==> config.mk <==
export PLATFORM = sky130hd
export DESIGN_NAME = can_id_filter
export DESIGN_NICKNAME = d
export VERILOG_FILES = /design/src/rtl/can_filt_pkg.sv /design/src/rtl/can_filt_cfg.sv /design/src/rtl/can_filt_match.sv /design/src/rtl/can_filt_prio.sv /design/src/rtl/can_id_filter.sv
export SDC_FILE = /design/constraint.sdc
export NUM_CORES = 1
export LEC_CHECK = 0
export BUFFER_PORTS_ARGS = -buffer_cell sky130_fd_sc_hd__buf_2
export CORE_ASPECT_RATIO = 1.25
export CORE_MARGIN = 2
export CORE_UTILIZATION = 55
export DETAILED_ROUTE_END_ITERATION = 8
export GPL_TIMING_DRIVEN = 0
export MAX_ROUTING_LAYER = met4
export PLACE_DENSITY = 0.88
export SKIP_LAST_GASP = 1
export SLEW_MARGIN = 25
export SYNTH_ARGS = -nofsm -noshare
export SYNTH_HDL_FRONTEND = slang
export SYNTH_SLANG_ARGS = --single-unit
==> constraint.sdc <==
create_clock -name clk -period 1.6 [get_ports clk]
set_input_delay 0.16 -clock clk [delete_from_list [all_inputs] [get_ports clk]]
set_output_delay 0.16 -clock clk [all_outputs]
set_load 0.01 [all_outputs]
==> src/rtl/can_filt_pkg.sv <==
package can_filt_pkg;
  localparam int NBYTES   = 8;
  localparam int ID_BYTES = 4;
  localparam int IDX_W    = $clog2(NBYTES);
  localparam int ADDR_W   = 5;

  localparam logic [ADDR_W-1:0] ADDR_CTRL = 5'd0;
  localparam logic [ADDR_W-1:0] ADDR_CODE = 5'd8;
  localparam logic [ADDR_W-1:0] ADDR_MASK = 5'd16;

  typedef enum logic [1:0] {
    ORG_W32 = 2'b00,
    ORG_W16 = 2'b01,
    ORG_W8  = 2'b10,
    ORG_OFF = 2'b11
  } org_e;
endpackage

==> src/rtl/can_filt_cfg.sv <==
module can_filt_cfg
  import can_filt_pkg::*;
#(
  parameter int NB = NBYTES
) (
  input  logic              clk,
  input  logic              rst_n,
  input  logic              open_i,
  input  logic              we_i,
  input  logic [ADDR_W-1:0] addr_i,
  input  logic [7:0]        wdata_i,
  output org_e              org_o,
  output logic [NB*8-1:0]   code_o,
  output logic [NB*8-1:0]   mask_o
);
  org_e              org_q;
  logic [NB*8-1:0]   code_q;
  logic [NB*8-1:0]   mask_q;

  always_ff @(posedge clk) begin
    if (!rst_n) begin
      org_q  <= ORG_W32;
      code_q <= '0;
      mask_q <= '0;
    end else if (open_i && we_i) begin
      // bits [6:4] of the control byte are read-only and never stored
      if (addr_i == ADDR_CTRL) org_q <= org_e'(wdata_i[1:0]);
      for (int i = 0; i < NB; i++) begin
        if (addr_i == ADDR_CODE + ADDR_W'(i)) code_q[8*i +: 8] <= wdata_i;
        if (addr_i == ADDR_MASK + ADDR_W'(i)) mask_q[8*i +: 8] <= wdata_i;
      end
    end
  end

  assign org_o  = org_q;
  assign code_o = code_q;
  assign mask_o = mask_q;
endmodule

==> src/rtl/can_filt_match.sv <==
module can_filt_match
  import can_filt_pkg::*;
#(
  parameter int NB  = NBYTES,
  parameter int IDB = ID_BYTES
) (
  input  org_e             org_i,
  input  logic [IDB*8-1:0] id_i,
  input  logic [NB*8-1:0]  code_i,
  input  logic [NB*8-1:0]  mask_i,
  output logic [NB-1:0]    hit_o
);
  localparam int N32 = NB / 4;
  localparam int N16 = NB / 2;

  logic [NB-1:0] m32, m16, m8;
  logic [NB-1:0] f32, f16;

  function automatic logic byte_ok(input logic [7:0] idb, input logic [7:0] c,
                                   input logic [7:0] m);
    return ((idb ^ c) & ~m) == 8'h00;
  endfunction

  for (genvar i = 0; i < NB; i++) begin : g_byte
    localparam int P32 = i % 4;
    localparam int P16 = i % 2;
    assign m32[i] = byte_ok(id_i[IDB*8-1-8*P32 -: 8], code_i[8*i +: 8], mask_i[8*i +: 8]);
    assign m16[i] = byte_ok(id_i[IDB*8-1-8*P16 -: 8], code_i[8*i +: 8], mask_i[8*i +: 8]);
    assign m8[i]  = byte_ok(id_i[IDB*8-1 -: 8],       code_i[8*i +: 8], mask_i[8*i +: 8]);
  end

  for (genvar k = 0; k < NB; k++) begin : g_filt
    if (k < N32) begin : g_w32
      assign f32[k] = &m32[4*k +: 4];
    end else begin : g_w32_none
      assign f32[k] = 1'b0;
    end
    if (k < N16) begin : g_w16
      assign f16[k] = &m16[2*k +: 2];
    end else begin : g_w16_none
      assign f16[k] = 1'b0;
    end
  end

  always_comb begin
    unique case (org_i)
      ORG_W32: hit_o = f32;
      ORG_W16: hit_o = f16;
      ORG_W8:  hit_o = m8;
      default: hit_o = '0;
    endcase
  end
endmodule

==> src/rtl/can_filt_prio.sv <==
module can_filt_prio
  import can_filt_pkg::*;
#(
  parameter int NB = NBYTES,
  localparam int IW = $clog2(NB)
) (
  input  logic [NB-1:0] vec_i,
  output logic          any_o,
  output logic [IW-1:0] idx_o
);
  always_comb begin
    idx_o = '0;
    for (int i = NB - 1; i >= 0; i--) begin
      if (vec_i[i]) idx_o = IW'(i);
    end
    any_o = |vec_i;
  end
endmodule

==> src/rtl/can_id_filter.sv <==
module can_id_filter
  import can_filt_pkg::*;
(
  input  logic                  clk,
  input  logic                  rst_n,
  input  logic                  init_req,
  input  logic                  init_ack,
  input  logic                  cfg_we,
  input  logic [ADDR_W-1:0]     cfg_addr,
  input  logic [7:0]            cfg_wdata,
  input  logic                  eom,
  input  logic [ID_BYTES*8-1:0] msg_id,
  input  logic                  fg_free,
  output logic                  accept,
  output logic [IDX_W-1:0]      hit_idx
);
  org_e                org_w;
  logic [NBYTES*8-1:0] code_w, mask_w;
  logic [NBYTES-1:0]   hit_vec;
  logic                any_hit;
  logic [IDX_W-1:0]    win_idx;
  logic                cfg_open;
  logic                accept_q;
  logic [IDX_W-1:0]    hit_q;

  assign cfg_open = init_req & init_ack;

  can_filt_cfg #(.NB(NBYTES)) u_cfg (
    .clk(clk), .rst_n(rst_n), .open_i(cfg_open), .we_i(cfg_we),
    .addr_i(cfg_addr), .wdata_i(cfg_wdata),
    .org_o(org_w), .code_o(code_w), .mask_o(mask_w)
  );

  can_filt_match #(.NB(NBYTES), .IDB(ID_BYTES)) u_match (
    .org_i(org_w), .id_i(msg_id), .code_i(code_w), .mask_i(mask_w),
    .hit_o(hit_vec)
  );

  can_filt_prio #(.NB(NBYTES)) u_prio (
    .vec_i(hit_vec), .any_o(any_hit), .idx_o(win_idx)
  );

  always_ff @(posedge clk) begin
    if (!rst_n) begin
      accept_q <= 1'b0;
      hit_q    <= '0;
    end else begin
      accept_q <= eom && fg_free && any_hit;
      if (eom && fg_free && any_hit) hit_q <= win_idx;
    end
  end

  assign accept  = accept_q;
  assign hit_idx = hit_q;
endmodule

==> reports/qor.csv, run 1 <==
metric,value,unit
dp_hpwl,14800,um
startpoint,u_cfg.code_o[43],
hp-class,in -> reg,
area_growth,20.3,%
slew-limit-headroom,37.0,%
violations,negative setup slack,
gp_congestion,1.02,
skew,0.00757,ns
wire_per_inst,23.8,um
port_buffers,34,
slew_violations,0,
route.detailed.drc,0,
cts_tree,yes,
final_core_util,68.1,%
antenna_found_initial,0,
critical_path_required,1.92,ns
period_share,129,%
syn-num-nets,775,
max_freq,484,MHz
syn_area,7240,sq um
diodes,0,
timing.final.ws_setup,-0.467,ns
yosysUniqueCellTypes,45,
arrival,2.39,ns
globalRouteOverflowTotal,0,
die_w,107,um
drive_above_1_share,24.2,%
finalHoldViolations,0,
num_vias,5919,
final_cell_mix,"131 x mux2i_1, 131 x nor2b_1, 112 x xnor2_1",
cts_sinks,134,
cts_buffers,17,
insertion_delay,0.43,ns
reg2reg_depth,9,
worstHoldStart,cfg_wdata[4],
ys.flop_type,dfxtp_1,
grt_max_degree,17,
synth_edf_count,0,
drtPass1Iterations,5,
start_kind,flip-flop,
nNetsFinal,842,
rsz0062_at_grt,true,
hold_depth,3,
p_per_area,942,nW/um^2
grt_pass1_wl,33600,um
stdcell_count,970,
dieArea,14100,sq um
wl,23100,um
hold-path-endpoint,u_cfg.code_o[28],
rows,46,
yosysSeqAreaShare,37.0,%
placedCellCount,925,
ys_warn_count,0,
first_global_vias,6010,
r2r-end,hit_idx[1],
period_needed,2.07,ns
initial_core_util,56.7,%
ant_nets,0,
vias_per_cell,6.10,
syn_area_per_cell,10.0,sq um
netlist_instances,723,
worstSetupPathType,reg -> reg,
ys_seq_elements,134,
grt.total_usage,32.7,%
fp.dieH,132,um
drt_iter0_markers,578,
setup_viol,4,
ioPinCount,56,
clk_pin_slew,0.06,ns
coreArea,12800,sq um
reg2reg_from,u_cfg.code_o[43],
cap_violations,0,
max-clock-path-buffers,2,
ir_drop,729,uV
tightest_slew,0.945,ns
cts_root_buffer,clkbuf_16,
htreeDepth,4,
leakagePower,2.87,nW
r2r_slack,-0.47,ns
async_flop_share,0,%
path_max_fanout,3,
status,finished with violations,
cp-end-kind,flip-flop,
cell usage after synthesis, types with 2 or more instances:
| master | n | area (sq um) |
|---|---|---|
| clkbuf_2 | 3 | 15.0 |
| nor4_1 | 4 | 25.0 |
| o22ai_1 | 48 | 300 |
| buf_1 | 2 | 7.51 |
| and2_1 | 3 | 18.8 |
| buf_4 | 2 | 15.0 |
| nor3_4 | 2 | 32.5 |
| nand2_1 | 10 | 37.5 |
| o2111ai_1 | 3 | 26.3 |
| mux2i_1 | 131 | 1310 |
| buf_6 | 8 | 90.1 |
| nand3_1 | 4 | 20.0 |
| nor2_2 | 6 | 37.5 |
| a21oi_1 | 4 | 20.0 |
| nor2b_1 | 133 | 832 |
| dfxtp_1 | 134 | 2680 |
| nand2b_1 | 4 | 25.0 |
| xnor2_1 | 124 | 1090 |
| buf_2 | 5 | 25.0 |
| nor2_4 | 3 | 33.8 |
| o22a_1 | 7 | 61.3 |
| nor4_2 | 3 | 37.5 |
| xnor2_2 | 4 | 65.1 |
| o21ai_0 | 10 | 50.1 |
| nor3_1 | 8 | 40.0 |
| a31oi_1 | 2 | 12.5 |
| nor2_1 | 8 | 30.0 |
| clkbuf_1 | 27 | 101 |
| o211ai_1 | 5 | 37.5 |
cell families (layout without fill, tap and decap cells):
| kind of cell | count (synthesis) | in the layout | synth area share (%) |
|---|---|---|---|
| AND/OR/NAND/NOR | 198 | 198 | 17.6 |
| multiplexers | 131 | 131 | 18.1 |
| AO/OA/AOI/OAI | 85 | 85 | 7.86 |
| flip-flops | 134 | 134 | 37.0 |
| buffers and inverters | 47 | 126 | 3.51 |
| XOR/XNOR | 128 | 128 | 15.9 |
what timing repair did:
item,in CTS,in global routing
setup buffers,8,5
hold buffers,2,0
hold endpoints to repair,1,0
resized for setup,32,33
pin swaps,17,20
endpoints found under the setup margin,4,12
power breakdown:
group	internal, W	leakage [nW]	switching, W
logic	0.000304	1.49	0.000435
clock network	0.00256	0.286	0.00155
registers	0.00334	1.10	0.00000875
total	0.00621	2.87	0.00200
final cells by class:
| type | instances | area (sq um) |
|---|---|---|
| Buffer | 47 | 284 |
| Clock buffer | 20 | 467 |
| Clock inverter | 11 | 150 |
| Fill cell | 916 | 4070 |
| Multi-Input combinational cell | 542 | 4560 |
| Sequential cell | 134 | 2740 |
| Tap cell | 168 | 210 |
| Timing Repair Buffer | 48 | 297 |
metrics by stage:
stage	hold WS, ns	TNS (ns)	total power [W]	setup slack [ns]	instance area (sq um)
floorplan	0.261	-0.223	0.00387	-0.128	7330
global placement	0.366	-13.83	0.00409	-0.562	7710
detailed placement	0.369	-18.54	0.00410	-0.688	7710
CTS	0.136	-1.18	0.00814	-0.369	8520
global route	0.144	-1.88	0.00834	-0.557	8710
finish	0.127	-1.50	0.00820	-0.467	8710
worst max-delay path, cell delays in order (launching register included):
cell      delay [ns]
dfxtp_2         0.34
xnor2_1         0.16
o22ai_1         0.12
nor4_2          0.40
buf_4           0.19
nand2_4         0.05
o211ai_4        0.23
nor2_4          0.08
o31a_1          0.12
o221a_1         0.26
how the worst max path moves through the flow:
| stage | to |
|---|---|
| floorplan | hit_idx[0] |
| global placement | hit_idx[0] |
| detailed placement | hit_idx[0] |
| CTS | hit_idx[0] |
| global route | hit_idx[0] |
| finish | hit_idx[1] |
flip-flops by register name, summed over array words and instances (netlist names):
register      count
hit_idx           3
u_cfg.code_o     64
u_cfg.mask_o     64
accept            1
u_cfg.org_o       2
per-layer routing:
layer / part of all wire [%] / global-route usage [%]
met5: 0 / -
met3: 8.8 / 5.68
met2: 47 / 50.7
met4: 7.9 / 23.2
met1: 36 / 37.8
No activity file was read; power rests on OpenSTA's default activity.
==> inputs of run 2 (changes only) <==
- CORE_MARGIN: 2 -> 5
==> run 2 against run 1 <==
Net effect: the run still ends with negative setup slack left; sequential share of layout area shrank 0.081 points; worst hold slack improved by 0.0072 ns; clock power increased by 11%; die area is 10% higher; flip-flop and latch count is the same; sequential power about the same; core utilization shrank 1.1 points; via count shrank 1.9%; maximum frequency shrank 1.2%; global-route usage decreased by 4.0 points; combinational power hardly changed; largest power group unchanged; highest routed layer unchanged.
==> reports/qor.csv, run 2 (synthesis gave the netlist of run 1 again) <==
metric,value,unit
setup_viol,4,
dp_hpwl,14800,um
htreeDepth,4,
cts_root_buffer,clkbuf_16,
rows,47,
timing.final.ws_setup,-0.492,ns
cts_tree,yes,
coreArea,13100,sq um
globalRouteOverflowTotal,0,
period_share,131,%
cts_sinks,134,
insertion_delay,0.43,ns
initial_core_util,55.5,%
worstSetupPathType,reg -> reg,
num_vias,5809,
arrival,2.45,ns
area_growth,20.9,%
final_cell_mix,"131 x mux2i_1, 131 x nor2b_1, 108 x xnor2_1",
diodes,0,
multi_input_area,4570,sq um
antenna_found_initial,0,
nNetsFinal,838,
drtPass1Iterations,6,
wire_per_inst,22.8,um
cts_buffers,17,
stdcell_count,970,
grt.total_usage,28.7,%
ioPinCount,56,
vias_per_cell,5.99,
ant_nets,0,
drt_iter0_markers,532,
path_max_fanout,3,
tightest_slew,0.918,ns
violations,negative setup slack,
power,0.00865,W
hold_slack,0.135,ns
period_needed,2.09,ns
cp-end-kind,flip-flop,
finalHoldViolations,0,
start_kind,flip-flop,
slew-limit-headroom,38.8,%
hp-class,in -> reg,
gp_congestion,0.963,
nFillCells,936,
ff_latch_area,2750,sq um
fp.dieH,138,um
wl,22100,um
p_per_area,988,nW/um^2
grt_max_degree,17,
placedCellCount,928,
max_freq,478,MHz
route.detailed.drc,0,
slew_violations,0,
ir_drop,710,uV
cap_violations,0,
clk_pin_slew,0.06,ns
die_w,113,um
max-clock-path-buffers,2,
critical_path_required,1.96,ns
port_buffers,34,
status,finished with violations,
leakagePower,2.92,nW
skew,0.00472,ns
first_global_vias,5818,
drive_above_1_share,24.7,%
grt_pass1_wl,33300,um
rsz0062_at_grt,true,
dieArea,15600,sq um
run 2: cell types whose count changed in the layout (fill, tap and decap cells not counted), moves of 3 or more:
| cell | previous run | this run |
|---|---|---|
| clkinvlp_4 | 5 | 2 |
| bufinv_16 | 3 | 6 |
| xnor2_2 | 16 | 20 |
| o22ai_2 | 3 | 9 |
| xnor2_1 | 112 | 108 |
| o22ai_1 | 45 | 39 |
run 2: report_power, final:
part | switching [W] | internal (W) | leakage (nW)
sequential | 0.00000876 | 0.00333 | 1.10
clock | 0.00152 | 0.00304 | 0.332
combinational | 0.000428 | 0.000311 | 1.49
run 2: final timing paths:
check | endpoint | slack (ns) | from | cells past startpoint
worst max register to register | hit_idx[0] | -0.49 | u_cfg.code_o[60] | 8
worst min register to register | hit_idx[0] | 0.46 | hit_idx[0] | 2
worst min-delay path | u_cfg.code_o[21] | 0.13 | cfg_wdata[5] | 3
worst max-delay path | hit_idx[0] | -0.49 | u_cfg.code_o[60] | 8
run 2: repair_timing:
item	4_1_cts	5_1_grt
resized for setup	35	30
buffers inserted	5	3
endpoints found under the setup margin	4	12
hold endpoints to repair	1	0
hold buffers	2	0
pin swaps	14	24
run 2: area by class of cell:
class / count / area share, %
Buffer: 47 / 3.24
Clock buffer: 20 / 5.33
Multi-Input combinational cell: 542 / 52.2
Clock inverter: 12 / 2.54
Tap cell: 171 / 2.44
Sequential cell: 134 / 31.4
Timing Repair Buffer: 44 / 2.86
run 2: layer usage:
metal / track usage [%] / wire [um] / part of all wire (%)
met2: 46.3 / 10700 / 48
met3: 4.20 / 1550 / 7.0
met5: - / 0 / 0
met4: 17.5 / 1460 / 6.6
met1: 33.3 / 8390 / 38
run 2: critical path, cell delays in order, from the launching register on:
cell,delay (ns)
dfxtp_4,0.35
xnor2_2,0.16
o22ai_1,0.12
nor4_2,0.37
o2111ai_2,0.23
o211ai_2,0.28
nor2_2,0.08
a31oi_2,0.22
mux2i_1,0.20
run 2: per-stage QoR:
step                instance area, sq um  setup slack (ns)  TNS, ns  utilization (%)
CTS                                 8580            -0.383    -1.21             65.8
global route                        8750            -0.550    -1.83             67.1
global placement                    7710            -0.565   -14.10             59.1
finish                              8750            -0.492    -1.66             67.1
floorplan                           7330            -0.128   -0.223                -
detailed placement                  7710            -0.628   -18.75             59.1
